**src/rtl/i2c_regseq_pkg.sv**
```systemverilog
package i2c_regseq_pkg;

   typedef enum logic [2:0] {
      P_START = 3'd0,
      P_STOP  = 3'd1,
      P_WBIT  = 3'd2,
      P_RBIT  = 3'd3,
      P_ACK   = 3'd4,
      P_REL   = 3'd5,
      P_PULSE = 3'd6
   } prim_e;

   typedef enum logic [3:0] {
      IT_START, IT_TX, IT_ACK, IT_RX, IT_NACK, IT_STOP, IT_REL, IT_PULSE, IT_END
   } item_e;

   typedef enum logic [1:0] {
      B_ADDR_W, B_OFF, B_ADDR_R, B_DATA
   } bsel_e;

   typedef struct packed {
      item_e kind;
      bsel_e sel;
   } item_t;

   typedef enum logic [1:0] {
      ST_IDLE, ST_ISSUE, ST_BACKOFF
   } st_e;

   localparam int unsigned IDX_W = 4;

endpackage

```
**src/rtl/i2c_regseq_script.sv**
```systemverilog
module i2c_regseq_script
   import i2c_regseq_pkg::*;
(
   input  logic             recover,
   input  logic             is_wr,
   input  logic [IDX_W-1:0] idx,
   output item_t            item
);

   function automatic item_t mk(item_e k, bsel_e s);
      item_t t;
      t.kind = k;
      t.sel  = s;
      return t;
   endfunction

   always_comb begin
      item = mk(IT_END, B_ADDR_W);
      if (recover) begin
         case (idx)
            4'd0:    item = mk(IT_START, B_ADDR_W);
            4'd1:    item = mk(IT_REL,   B_ADDR_W);
            4'd2:    item = mk(IT_PULSE, B_ADDR_W);
            4'd3:    item = mk(IT_START, B_ADDR_W);
            4'd4:    item = mk(IT_STOP,  B_ADDR_W);
            default: item = mk(IT_END,   B_ADDR_W);
         endcase
      end else if (is_wr) begin
         case (idx)
            4'd0:    item = mk(IT_START, B_ADDR_W);
            4'd1:    item = mk(IT_TX,    B_ADDR_W);
            4'd2:    item = mk(IT_ACK,   B_ADDR_W);
            4'd3:    item = mk(IT_TX,    B_OFF);
            4'd4:    item = mk(IT_ACK,   B_OFF);
            4'd5:    item = mk(IT_TX,    B_DATA);
            4'd6:    item = mk(IT_ACK,   B_DATA);
            4'd7:    item = mk(IT_STOP,  B_DATA);
            default: item = mk(IT_END,   B_ADDR_W);
         endcase
      end else begin
         case (idx)
            4'd0:    item = mk(IT_START, B_ADDR_W);
            4'd1:    item = mk(IT_TX,    B_ADDR_W);
            4'd2:    item = mk(IT_ACK,   B_ADDR_W);
            4'd3:    item = mk(IT_TX,    B_OFF);
            4'd4:    item = mk(IT_ACK,   B_OFF);
            4'd5:    item = mk(IT_START, B_ADDR_R);
            4'd6:    item = mk(IT_TX,    B_ADDR_R);
            4'd7:    item = mk(IT_ACK,   B_ADDR_R);
            4'd8:    item = mk(IT_RX,    B_ADDR_R);
            4'd9:    item = mk(IT_NACK,  B_ADDR_R);
            4'd10:   item = mk(IT_STOP,  B_ADDR_R);
            default: item = mk(IT_END,   B_ADDR_W);
         endcase
      end
   end

endmodule

```
**src/rtl/i2c_regseq_prim.sv**
```systemverilog
module i2c_regseq_prim
   import i2c_regseq_pkg::*;
#(
   parameter int unsigned CLR_PULSES = 9,
   parameter int unsigned SUB_W      = 4
) (
   input  item_t            item,
   input  logic [SUB_W-1:0] sub,
   input  logic [7:0]       dev,
   input  logic [7:0]       off,
   input  logic [7:0]       wd,
   output prim_e            op,
   output logic             bitv,
   output logic             last,
   output logic             chk,
   output logic             rx
);

   logic [7:0] tx_byte;

   always_comb begin
      case (item.sel)
         B_ADDR_W: tx_byte = dev;
         B_OFF:    tx_byte = off;
         B_ADDR_R: tx_byte = {dev[7:1], 1'b1};
         default:  tx_byte = wd;
      endcase
   end

   always_comb begin
      op   = P_START;
      bitv = 1'b0;
      last = 1'b1;
      chk  = 1'b0;
      rx   = 1'b0;
      case (item.kind)
         IT_START: op = P_START;
         IT_STOP:  op = P_STOP;
         IT_REL:   op = P_REL;
         IT_ACK: begin
            op  = P_ACK;
            chk = 1'b1;
         end
         IT_NACK: begin
            op   = P_WBIT;
            bitv = 1'b1;
            chk  = 1'b1;
         end
         IT_TX: begin
            if (sub < SUB_W'(8)) begin
               op   = P_WBIT;
               bitv = tx_byte[3'd7 - sub[2:0]];
               chk  = 1'b1;
               last = 1'b0;
            end else begin
               op = P_REL;
            end
         end
         IT_RX: begin
            op   = P_RBIT;
            rx   = 1'b1;
            last = (sub == SUB_W'(7));
         end
         IT_PULSE: begin
            op   = P_PULSE;
            last = (sub == SUB_W'(CLR_PULSES - 1));
         end
         default: op = P_START;
      endcase
   end

endmodule

```
**src/rtl/i2c_regseq_backoff.sv**
```systemverilog
module i2c_regseq_backoff #(
   parameter int unsigned CYCLES = 12_500_000
) (
   input  logic clk,
   input  logic rst_n,
   input  logic load,
   output logic expired
);

   localparam int unsigned CNT_W = $clog2(CYCLES + 1);

   logic [CNT_W-1:0] cnt;

   always_ff @(posedge clk or negedge rst_n) begin
      if (!rst_n)               cnt <= '0;
      else if (load)            cnt <= CNT_W'(CYCLES - 1);
      else if (cnt != '0)       cnt <= cnt - 1'b1;
   end

   assign expired = (cnt == '0);

endmodule

```
**src/rtl/i2c_regseq.sv**
```systemverilog
module i2c_regseq
   import i2c_regseq_pkg::*;
#(
   parameter int unsigned READ_TRIES     = 10,
   parameter int unsigned WRITE_TRIES    = 1,
   parameter int unsigned CLR_PULSES     = 9,
   parameter int unsigned BACKOFF_CYCLES = 12_500_000
) (
   input  logic       clk,
   input  logic       rst_n,
   input  logic       req_valid,
   input  logic       req_write,
   input  logic [7:0] req_dev,
   input  logic [7:0] req_offset,
   input  logic [7:0] req_wdata,
   output logic       busy,
   output logic       done,
   output logic       fail,
   output logic [7:0] rd_data,
   output logic       bb_en,
   output logic       prim_valid,
   output logic [2:0] prim_op,
   output logic       prim_bit,
   input  logic       prim_done,
   input  logic       prim_err,
   input  logic       prim_rbit
);

   localparam int unsigned MAX_TRIES = (READ_TRIES > WRITE_TRIES) ? READ_TRIES : WRITE_TRIES;
   localparam int unsigned TRY_W     = $clog2(MAX_TRIES + 1);
   localparam int unsigned SUB_MAX   = (CLR_PULSES > 8) ? CLR_PULSES : 8;
   localparam int unsigned SUB_W     = $clog2(SUB_MAX + 1);

   generate
      if (READ_TRIES < 1 || WRITE_TRIES < 1) begin : g_bad_tries
         $error("attempt limits must be at least 1");
      end
      if (CLR_PULSES < 1) begin : g_bad_pulses
         $error("CLR_PULSES must be at least 1");
      end
      if (BACKOFF_CYCLES < 1) begin : g_bad_backoff
         $error("BACKOFF_CYCLES must be at least 1");
      end
   endgenerate

   st_e              state;
   logic             is_wr, recover;
   logic [7:0]       dev_q, off_q, wd_q, rd_q;
   logic [IDX_W-1:0] idx;
   logic [SUB_W-1:0] sub;
   logic [TRY_W-1:0] tries, limit;
   logic             done_q, fail_q, bb_q;

   item_t item;
   prim_e p_op;
   logic  p_bit, p_last, p_chk, p_rx;
   logic  bo_load, bo_exp, abort_now;

   i2c_regseq_script u_script (
      .recover (recover),
      .is_wr   (is_wr),
      .idx     (idx),
      .item    (item)
   );

   i2c_regseq_prim #(.CLR_PULSES(CLR_PULSES), .SUB_W(SUB_W)) u_prim (
      .item (item),
      .sub  (sub),
      .dev  (dev_q),
      .off  (off_q),
      .wd   (wd_q),
      .op   (p_op),
      .bitv (p_bit),
      .last (p_last),
      .chk  (p_chk),
      .rx   (p_rx)
   );

   i2c_regseq_backoff #(.CYCLES(BACKOFF_CYCLES)) u_backoff (
      .clk     (clk),
      .rst_n   (rst_n),
      .load    (bo_load),
      .expired (bo_exp)
   );

   assign limit      = is_wr ? TRY_W'(WRITE_TRIES) : TRY_W'(READ_TRIES);
   assign prim_valid = (state == ST_ISSUE) && (item.kind != IT_END);
   assign bo_load    = (state == ST_ISSUE) && (item.kind == IT_END) && recover;
   assign abort_now  = p_chk && !recover && prim_err;

   always_ff @(posedge clk or negedge rst_n) begin
      if (!rst_n) begin
         state   <= ST_IDLE;
         is_wr   <= 1'b0;
         recover <= 1'b0;
         dev_q   <= '0;
         off_q   <= '0;
         wd_q    <= '0;
         rd_q    <= '0;
         idx     <= '0;
         sub     <= '0;
         tries   <= '0;
         done_q  <= 1'b0;
         fail_q  <= 1'b0;
         bb_q    <= 1'b0;
      end else begin
         done_q <= 1'b0;
         case (state)
            ST_IDLE: begin
               if (req_valid) begin
                  state   <= ST_ISSUE;
                  is_wr   <= req_write;
                  dev_q   <= req_dev;
                  off_q   <= req_offset;
                  wd_q    <= req_wdata;
                  recover <= 1'b0;
                  idx     <= '0;
                  sub     <= '0;
                  tries   <= '0;
                  bb_q    <= 1'b1;
                  if (!req_write) rd_q <= '0;
               end
            end
            ST_ISSUE: begin
               if (item.kind == IT_END) begin
                  if (recover) begin
                     state <= ST_BACKOFF;
                  end else begin
                     state  <= ST_IDLE;
                     done_q <= 1'b1;
                     fail_q <= 1'b0;
                     bb_q   <= 1'b0;
                  end
               end else if (prim_done) begin
                  if (abort_now) begin
                     tries   <= tries + 1'b1;
                     recover <= 1'b1;
                     idx     <= '0;
                     sub     <= '0;
                  end else begin
                     if (p_rx) rd_q <= {rd_q[6:0], prim_rbit};
                     if (p_last) begin
                        idx <= idx + 1'b1;
                        sub <= '0;
                     end else begin
                        sub <= sub + 1'b1;
                     end
                  end
               end
            end
            ST_BACKOFF: begin
               if (bo_exp) begin
                  if (tries == limit) begin
                     state  <= ST_IDLE;
                     done_q <= 1'b1;
                     fail_q <= 1'b1;
                     bb_q   <= 1'b0;
                  end else begin
                     state   <= ST_ISSUE;
                     recover <= 1'b0;
                     idx     <= '0;
                     sub     <= '0;
                     if (!is_wr) rd_q <= '0;
                  end
               end
            end
            default: state <= ST_IDLE;
         endcase
      end
   end

   assign busy     = (state != ST_IDLE);
   assign done     = done_q;
   assign fail     = fail_q;
   assign rd_data  = rd_q;
   assign bb_en    = bb_q;
   assign prim_op  = p_op;
   assign prim_bit = p_bit;

endmodule

```
**config.mk**
```make
export PLATFORM = sky130hd
export DESIGN_NAME = i2c_regseq
export DESIGN_NICKNAME = d
export VERILOG_FILES = /design/src/rtl/i2c_regseq_pkg.sv /design/src/rtl/i2c_regseq_script.sv /design/src/rtl/i2c_regseq_prim.sv /design/src/rtl/i2c_regseq_backoff.sv /design/src/rtl/i2c_regseq.sv
export SDC_FILE = /design/constraint.sdc
export NUM_CORES = 1
export LEC_CHECK = 0
export BUFFER_PORTS_ARGS = -buffer_cell sky130_fd_sc_hd__clkbuf_2
export CORE_ASPECT_RATIO = 1.25
export CORE_MARGIN = 4
export CORE_UTILIZATION = 31
export DETAILED_ROUTE_END_ITERATION = 6
export PLACE_DENSITY = 0.46
export SLEW_MARGIN = 0
export SYNTH_ARGS = -nofsm -noshare
export SYNTH_HDL_FRONTEND = slang
export SYNTH_SLANG_ARGS = --single-unit
```
**constraint.sdc**
```tcl
create_clock -name clk -period 3 [get_ports clk]
set_input_delay 0.3 -clock clk [delete_from_list [all_inputs] [get_ports clk]]
set_output_delay 0.3 -clock clk [all_outputs]
set_load 0.02 [all_outputs]
```
After elaboration in Yosys (flattened, before gate mapping)
Memory sizes are Yosys's and may differ from the RTL's.
Index checks and enable logic that the tools add are counted.
W data, S select, Z words.
{"block": "totals", "romBits": 136, "wordCells": 157, "n_memories": 2, "register_bits": 75, "out_inout_bits": 17, "input_bits": 31}
{"block": "op_classes", "n_mux": 73, "eq_ne": 34, "n_lt_le_gt_ge": 2, "addsub": 5, "reduce_logical": 27}
{"memory": "(name not given)", "words": 16, "word_bits": 6, "read_ports": 1, "rd_clocked_by_memory_dff": 0, "wr": 0, "line": "i2c_regseq_script.sv:41", "rtl": "case (idx)"}
{"memory": "(name not given)", "words": 8, "word_bits": 5, "read_ports": 1, "rd_clocked_by_memory_dff": 0, "wr": 0, "line": "i2c_regseq_script.sv:29", "rtl": "case (idx)"}
{"op": "$mux W8", "n": 9}
{"op": "$mux W4", "n": 15}
{"op": "$mux W24", "n": 2}
{"op": "$pmux W8 S3", "n": 2}
{"op": "$eq A4 B3 Y1 const B", "n": 6}
{"op": "$logic_not A24 Y1", "n": 1}
{"op": "$ne A2 B2 Y1 const B", "n": 12}
{"op": "$pmux W4 S3", "n": 2}
{"op": "$pmux W6 S4", "n": 1}
{"op": "$reduce_bool A24 Y1", "n": 1}
{"op": "$sub A24 B1 Y24 const B", "n": 1}
{"op": "$mux W1", "n": 23}
{"op": "$pmux W3 S7", "n": 1}
{"op": "$mux W6", "n": 3}
{"op": "$eq A4 B2 Y1 const B", "n": 4}
{"op": "$reduce_and A7 Y1", "n": 2}
{"op": "$add A4 B1 Y4 const B", "n": 3}
{"op": "$reduce_and A6 Y1", "n": 2}
{"op": "$reduce_and A10 Y1", "n": 1}
{"op": "$reduce_and A5 Y1", "n": 2}
{"op": "$pmux W1 S3", "n": 3}
{"op": "$eq A4 B1 Y1 const B", "n": 2}
{"op": "$eq A4 B4 Y1 const B", "n": 2}
{"op": "$mux W2", "n": 4}
{"op": "23 further kinds", "n": 37}

Longest topological paths before layout
{"block": "depth", "word_depth": 13, "depth_mapped": 12}

Cells and area by module
A second synthesis with hierarchy kept.
{"block": "unflattened", "cells_unflattened": 448, "area_unflattened_um2": 4543.1}
{"module": "i2c_regseq", "instances": 1, "area_per_inst_um2": 2373.5, "cells_per_inst": 203}
{"module": "i2c_regseq_backoff", "instances": 1, "area_per_inst_um2": 1416.4, "cells_per_inst": 134}
{"module": "i2c_regseq_prim", "instances": 1, "area_per_inst_um2": 417.9, "cells_per_inst": 63}
{"module": "i2c_regseq_script", "instances": 1, "area_per_inst_um2": 335.3, "cells_per_inst": 48}

Worst setup path before layout
No wires, ideal clock.
{"block": "synth_timing", "path_type": "register -> register", "startpoint": "reg idx[0]", "endpoint": "reg state[0]", "t_arrival_ns": 2.969, "period_less_slack_ns": 3.094, "path_stages_with_launch": 10, "slack_ns": -0.094, "setup_ns": 0.125, "required_time_ns": 2.875, "cell_sequence": "dfrtp_1 inv_1 ha_1 mux2_2 a211o_1 o21a_1 nor4_1 nor2_1 nor2_1 mux2_2"}
{"block": "synth_between", "elab_chain_len": 7, "word_cells_on_any_way": 15}
{"item": "from (decl)", "line": "i2c_regseq.sv:49", "rtl": "logic [IDX_W-1:0] idx;"}
{"item": "from (signal assigned)", "line": "i2c_regseq.sv:143", "rtl": "idx <= idx + 1'b1;"}
{"item": "$mem_v2 Z8 W5 (tied with other cells)"}
{"item": "$mux W6 or $reduce_or A2 Y1 (tied branches)"}
{"item": "$mux W6 or $pmux W6 S4 (tied branches)", "line": "i2c_regseq_script.sv:28, i2c_regseq_script.sv:20"}
{"item": "$mux W6 *", "line": "i2c_regseq_script.sv:19", "rtl": "if (recover) begin"}
{"item": "$eq A4 B4 Y1 *", "line": "i2c_regseq.sv:125", "rtl": "if (item.kind == IT_END) begin"}
{"item": "$ne A2 B1 Y1 (no source line) *"}
{"item": "$reduce_and A3 Y1 (no source line) *"}
{"item": "to (signal assigned)", "line": "i2c_regseq.sv:127", "rtl": "state <= ST_BACKOFF;"}
{"item": "to (signal assigned)", "line": "i2c_regseq.sv:129", "rtl": "state <= ST_IDLE;"}
{"item": "to (signal assigned)", "line": "i2c_regseq.sv:154", "rtl": "state <= ST_IDLE;"}
{"item": "to (decl)", "line": "i2c_regseq.sv:46", "rtl": "st_e state;"}
Mark *: on every way between the ends. The rest lies on a longest branch, timed or not.
A chain may end at the register's enable or synchronous reset.

Worst setup path in the final report
{"block": "layout_timing", "startpoint": "reg idx[1]", "endpoint": "out prim_bit"}
{"block": "layout_between", "elab_chain_len": 10, "word_cells_on_any_way": 22}
{"item": "$mem_v2 Z8 W5"}
{"item": "$mux W6", "line": "i2c_regseq_script.sv:29"}
{"item": "$mux W6", "line": "i2c_regseq_script.sv:28", "rtl": "end else if (is_wr) begin"}
{"item": "$mux W6 *", "line": "i2c_regseq_script.sv:19"}
{"item": "$eq A2 B2 Y1 (tied with other cells)", "line": "i2c_regseq_prim.sv:22", "rtl": "case (item.sel)"}
{"item": "$pmux W8 S3", "line": "i2c_regseq_prim.sv:22"}
{"item": "$bmux W1 S3", "line": "i2c_regseq_prim.sv:52", "rtl": "bitv = tx_byte[3'd7 - sub[2:0]];"}
{"item": "$mux W1 (not written as such)", "line": "i2c_regseq_prim.sv:52"}
{"item": "$mux W1", "line": "i2c_regseq_prim.sv:50", "rtl": "if (sub < SUB_W'(8)) begin"}
{"item": "$pmux W1 S2 *", "line": "i2c_regseq_prim.sv:36", "rtl": "case (item.kind)"}
{"item": "to (decl)", "line": "i2c_regseq.sv:23", "rtl": "output logic prim_bit,"}
Mark *: on every way between the ends. The rest lies on a longest branch, timed or not. The select of a mux whose other input is x is not followed.

==> summary.md <==
| Metric | Value |
|---|---|
| Post-synth top cells | `dfrtp_1 (75), nand2_1 (43), mux2_2 (30), inv_1 (28), nor2_1 (28)` |
| Share of cells above drive strength 1 | `34.1%` |
| Fmax | `318 MHz` |
| Largest net degree at the start of global routing | `76` |
| Vias in the first global route | `3830` |
| Pre-Repair DR Iteration Count | `4` |
| Nets | `587` |
| Worst Setup End Kind | `output port` |
| Crit path required time | `2700 ps` |
| Area post-placement | `0.00508 mm^2` |
| Largest area contributor in the netlist | `dfrtp_1` |
| CTS max path bufs | `2` |
| Count of pins over their slew limit | `0` |
| Seq pwr share | `31.5%` |
| Antenna Violating Nets Remaining | `0` |
| Die Width | `115 um` |
| Max-cap violations | `0` |
| Post-Syn Area | `0.00445 mm^2` |
| Clk_skew | `5.88 ps` |
| Synth-to-Final Area Change | `27.4%` |
| GPL Wtd Cong | `0.794` |
| Top_reg_cell synth | `dfrtp_1` |
| Via count | `3710` |
| Drt wl/cell | `15.5 um` |
| FP Rows | `48` |
| Clock-pin slew on the worst setup and hold paths | `60 ps` |
| Starting Density | `32.0%` |
| Clock Power Share | `20.8%` |
| Final min period | `3140 ps` |
| CTS HTree Levels | `3` |
| Period utilisation layout | `105%` |
| Synth warnings | `0` |
| NetSw | `2.22 mW` |
| Clock tree root buffer cell | `clkbuf_16` |
| Total core area | `0.0139 mm^2` |
| Post-route setup TNS | `-144 ps` |
| Total CTS buffers | `9` |
| Crit path from | `idx[1]` |
| Top cells by area, synth | `dfrtp_1 (42%), mux2_2 (7.6%), ha_1 (4.2%)` |
| Worst-margin pin slew | `970 ps` |
| Cells on worst reg2reg path | `9` |
| CP startpoint kind | `register` |
| CTS Hold Bufs | `0` |
| Final setup fails | `1` |
| Mapped Nets | `496` |
| Post-Layout Inst Area | `0.00568 mm^2` |
| Arrival time worst endpoint | `2840 ps` |
| Remaining DRCs | `0` |
| Yosys top cell area share | `42.1%` |
| Gate power share | `47.7%` |
| Routed WL | `11200 um` |
| Via/cell ratio | `5.15` |
| Die Outline Area | `0.0164 mm^2` |
| I/O pin count | `48` |
| Maximum vdd ir drop | `0.367 mV` |
| Syn Area/Cell | `9.90 um^2` |
| Number of diodes | `0` |
| Synth Instances | `450` |
| Post-synth ARST share | `100%` |
| RSZ-0062 raised after global routing | `yes` |
| CTS tree | `built` |
| # port buffers | `47` |
| Number of synthesized register bits | `75` |
| Finished Layout Cells | `721` |
| Total grt overflow | `0` |
| Final setup margin | `-144 ps` |
| Post-Place Cells | `688` |
| HP Class | `input pin to async pin` |
| Die height | `142 um` |
| Worst R2R Setup Slack | `130 ps` |
| Int Pwr | `3.46 mW` |
| P per Cell Area | `1000 mW/mm^2` |
| Netlist cell types | `72` |
| Leakage | `2.47 nW` |
| Clk sinks | `75` |
| Gr usage total | `14.5%` |
| Initial antenna violation count | `0` |
| Slew HR | `34.7%` |
| Proportion of synthesized chip area in sequential cells | `42.1%` |
| Most frequent cell after synthesis | `dfrtp_1` |
| Violated checks | `setup timing` |
| Global-route wire length before repair | `19000 um` |
| Sw frac | `39.0%` |
| Number of flops mapped to enable cells by yosys | `0` |
| Clock Latency Late Sink | `340 ps` |
| HPWL Detailed | `8160 um` |
| Fin. Hold Viols | `0` |
| Crit Path Category | `register to output port` |
| Status | `complete, but fails checks` |
| Worst r2r src | `u_backoff.cnt[0]` |
| Crit path max fanout | `5` |
| Iter 0 DRT Violations | `202` |
## cell type report
cell class	instances	area [um^2]
fill	1392	8260
multi-input combinational	330	2520
sequential	75	1880
timing repair buffer	96	621
clock buffer	10	229
tap	175	219
inverter	29	109
clock inverter	6	97.6
## what timing repair did
item,in CTS,in global routing
buffers inserted,7,10
hold endpoints to repair,0,0
endpoints found under the setup margin,10,21
pin swaps,7,16
resized for setup,17,24
## layout by cell type, fill, tap and decap left out, types with 4 or more instances in the layout
cell type  Yosys  final
buf_4          1     50
inv_1         28     24
mux2i_1       14     13
inv_2          0      4
xor2_1         8      8
nor2_1        28     26
nor4_1        10      8
a21oi_1       20     20
or3_1          7      7
a31oi_1        4      4
nand4_1        6      6
clkbuf_2       0     43
nand2_1       43     43
ha_1          15      8
dfrtp_1       75     74
o211ai_1       6      6
nor3_1         9      9
clkbuf_16      0      9
nand2b_1       8      8
nand3_1        9      9
o31ai_1        5      5
xnor2_1       10     10
o21ai_0       17     16
mux2_2        30     28
ha_2           0      6
## layer usage
metal / global-route usage [%] / vias up / part of all wire (%)
met2: 23.0 / 68 / 48
met1: 19.3 / 1807 / 48
met4: 5.81 / 0 / 2.1
li1: - / 1822 / -
met5: 0 / - / 0
met3: 2.68 / 13 / 2.8
## power by group through the flow
stage | Combinational (mW) | Clock (mW) | Sequential (mW)
3_3_place_gp | 2.45 | 0 | 1.79
5_1_grt | 3.00 | 1.27 | 1.85
4_1_cts | 2.57 | 1.23 | 1.78
2_1_floorplan | 1.77 | 0 | 1.71
3_5_place_dp | 2.47 | 0 | 1.79
6_report | 2.71 | 1.18 | 1.79
## flip-flops by register name (all words and copies together), names as in the netlist, 2 cells and up
register and cells:
dev_q 8, idx 4, off_q 8, rd_data 8, state 2, sub 4
tries 4, u_backoff.cnt 24, wd_q 8
## final timing paths
path	end
worst max-delay path	prim_bit
worst min-delay path	u_backoff.cnt[21]
worst max register to register	idx[0]
worst min register to register	bb_en
max in group asynchronous	idx[3]
min in group clk	off_q[1]
## stage by stage
| stage | util [%] | total power, mW | setup slack (ps) | hold WS [ps] |
|---|---|---|---|---|
| 2_1_floorplan | - | 3.48 | 58.0 | 4.41 |
| 3_3_place_gp | 36.4 | 4.24 | 55.2 | 488 |
| 3_5_place_dp | 36.4 | 4.27 | -55.5 | 493 |
| 4_1_cts | 39.6 | 5.58 | -157 | 152 |
| 5_1_grt | 40.7 | 6.12 | -248 | 177 |
| 6_report | 40.7 | 5.68 | -144 | 95.2 |
## worst max-delay path, cell delays in order, from the launching register on
cell and delay [ps]:
dfrtp_1 410, ha_2 200, inv_2 50, ha_4 150
and3b_2 220, nor2_4 170, mux2_4 310, mux4_2 460
nand2b_1 110, nand4_1 110, o2111a_1 150, clkbuf_8 150
## kinds of logic after synthesis
group                    synth area share [%]
AO/OA/AOI/OAI                            15.6
XOR/XNOR                                 3.54
adder cells (fa/ha/maj)                  4.21
buffers and inverters                    4.27
flip-flops                               42.1
multiplexers                             11.6
AND/OR/NAND/NOR                          18.7
Power figures use the tool's default switching activity.
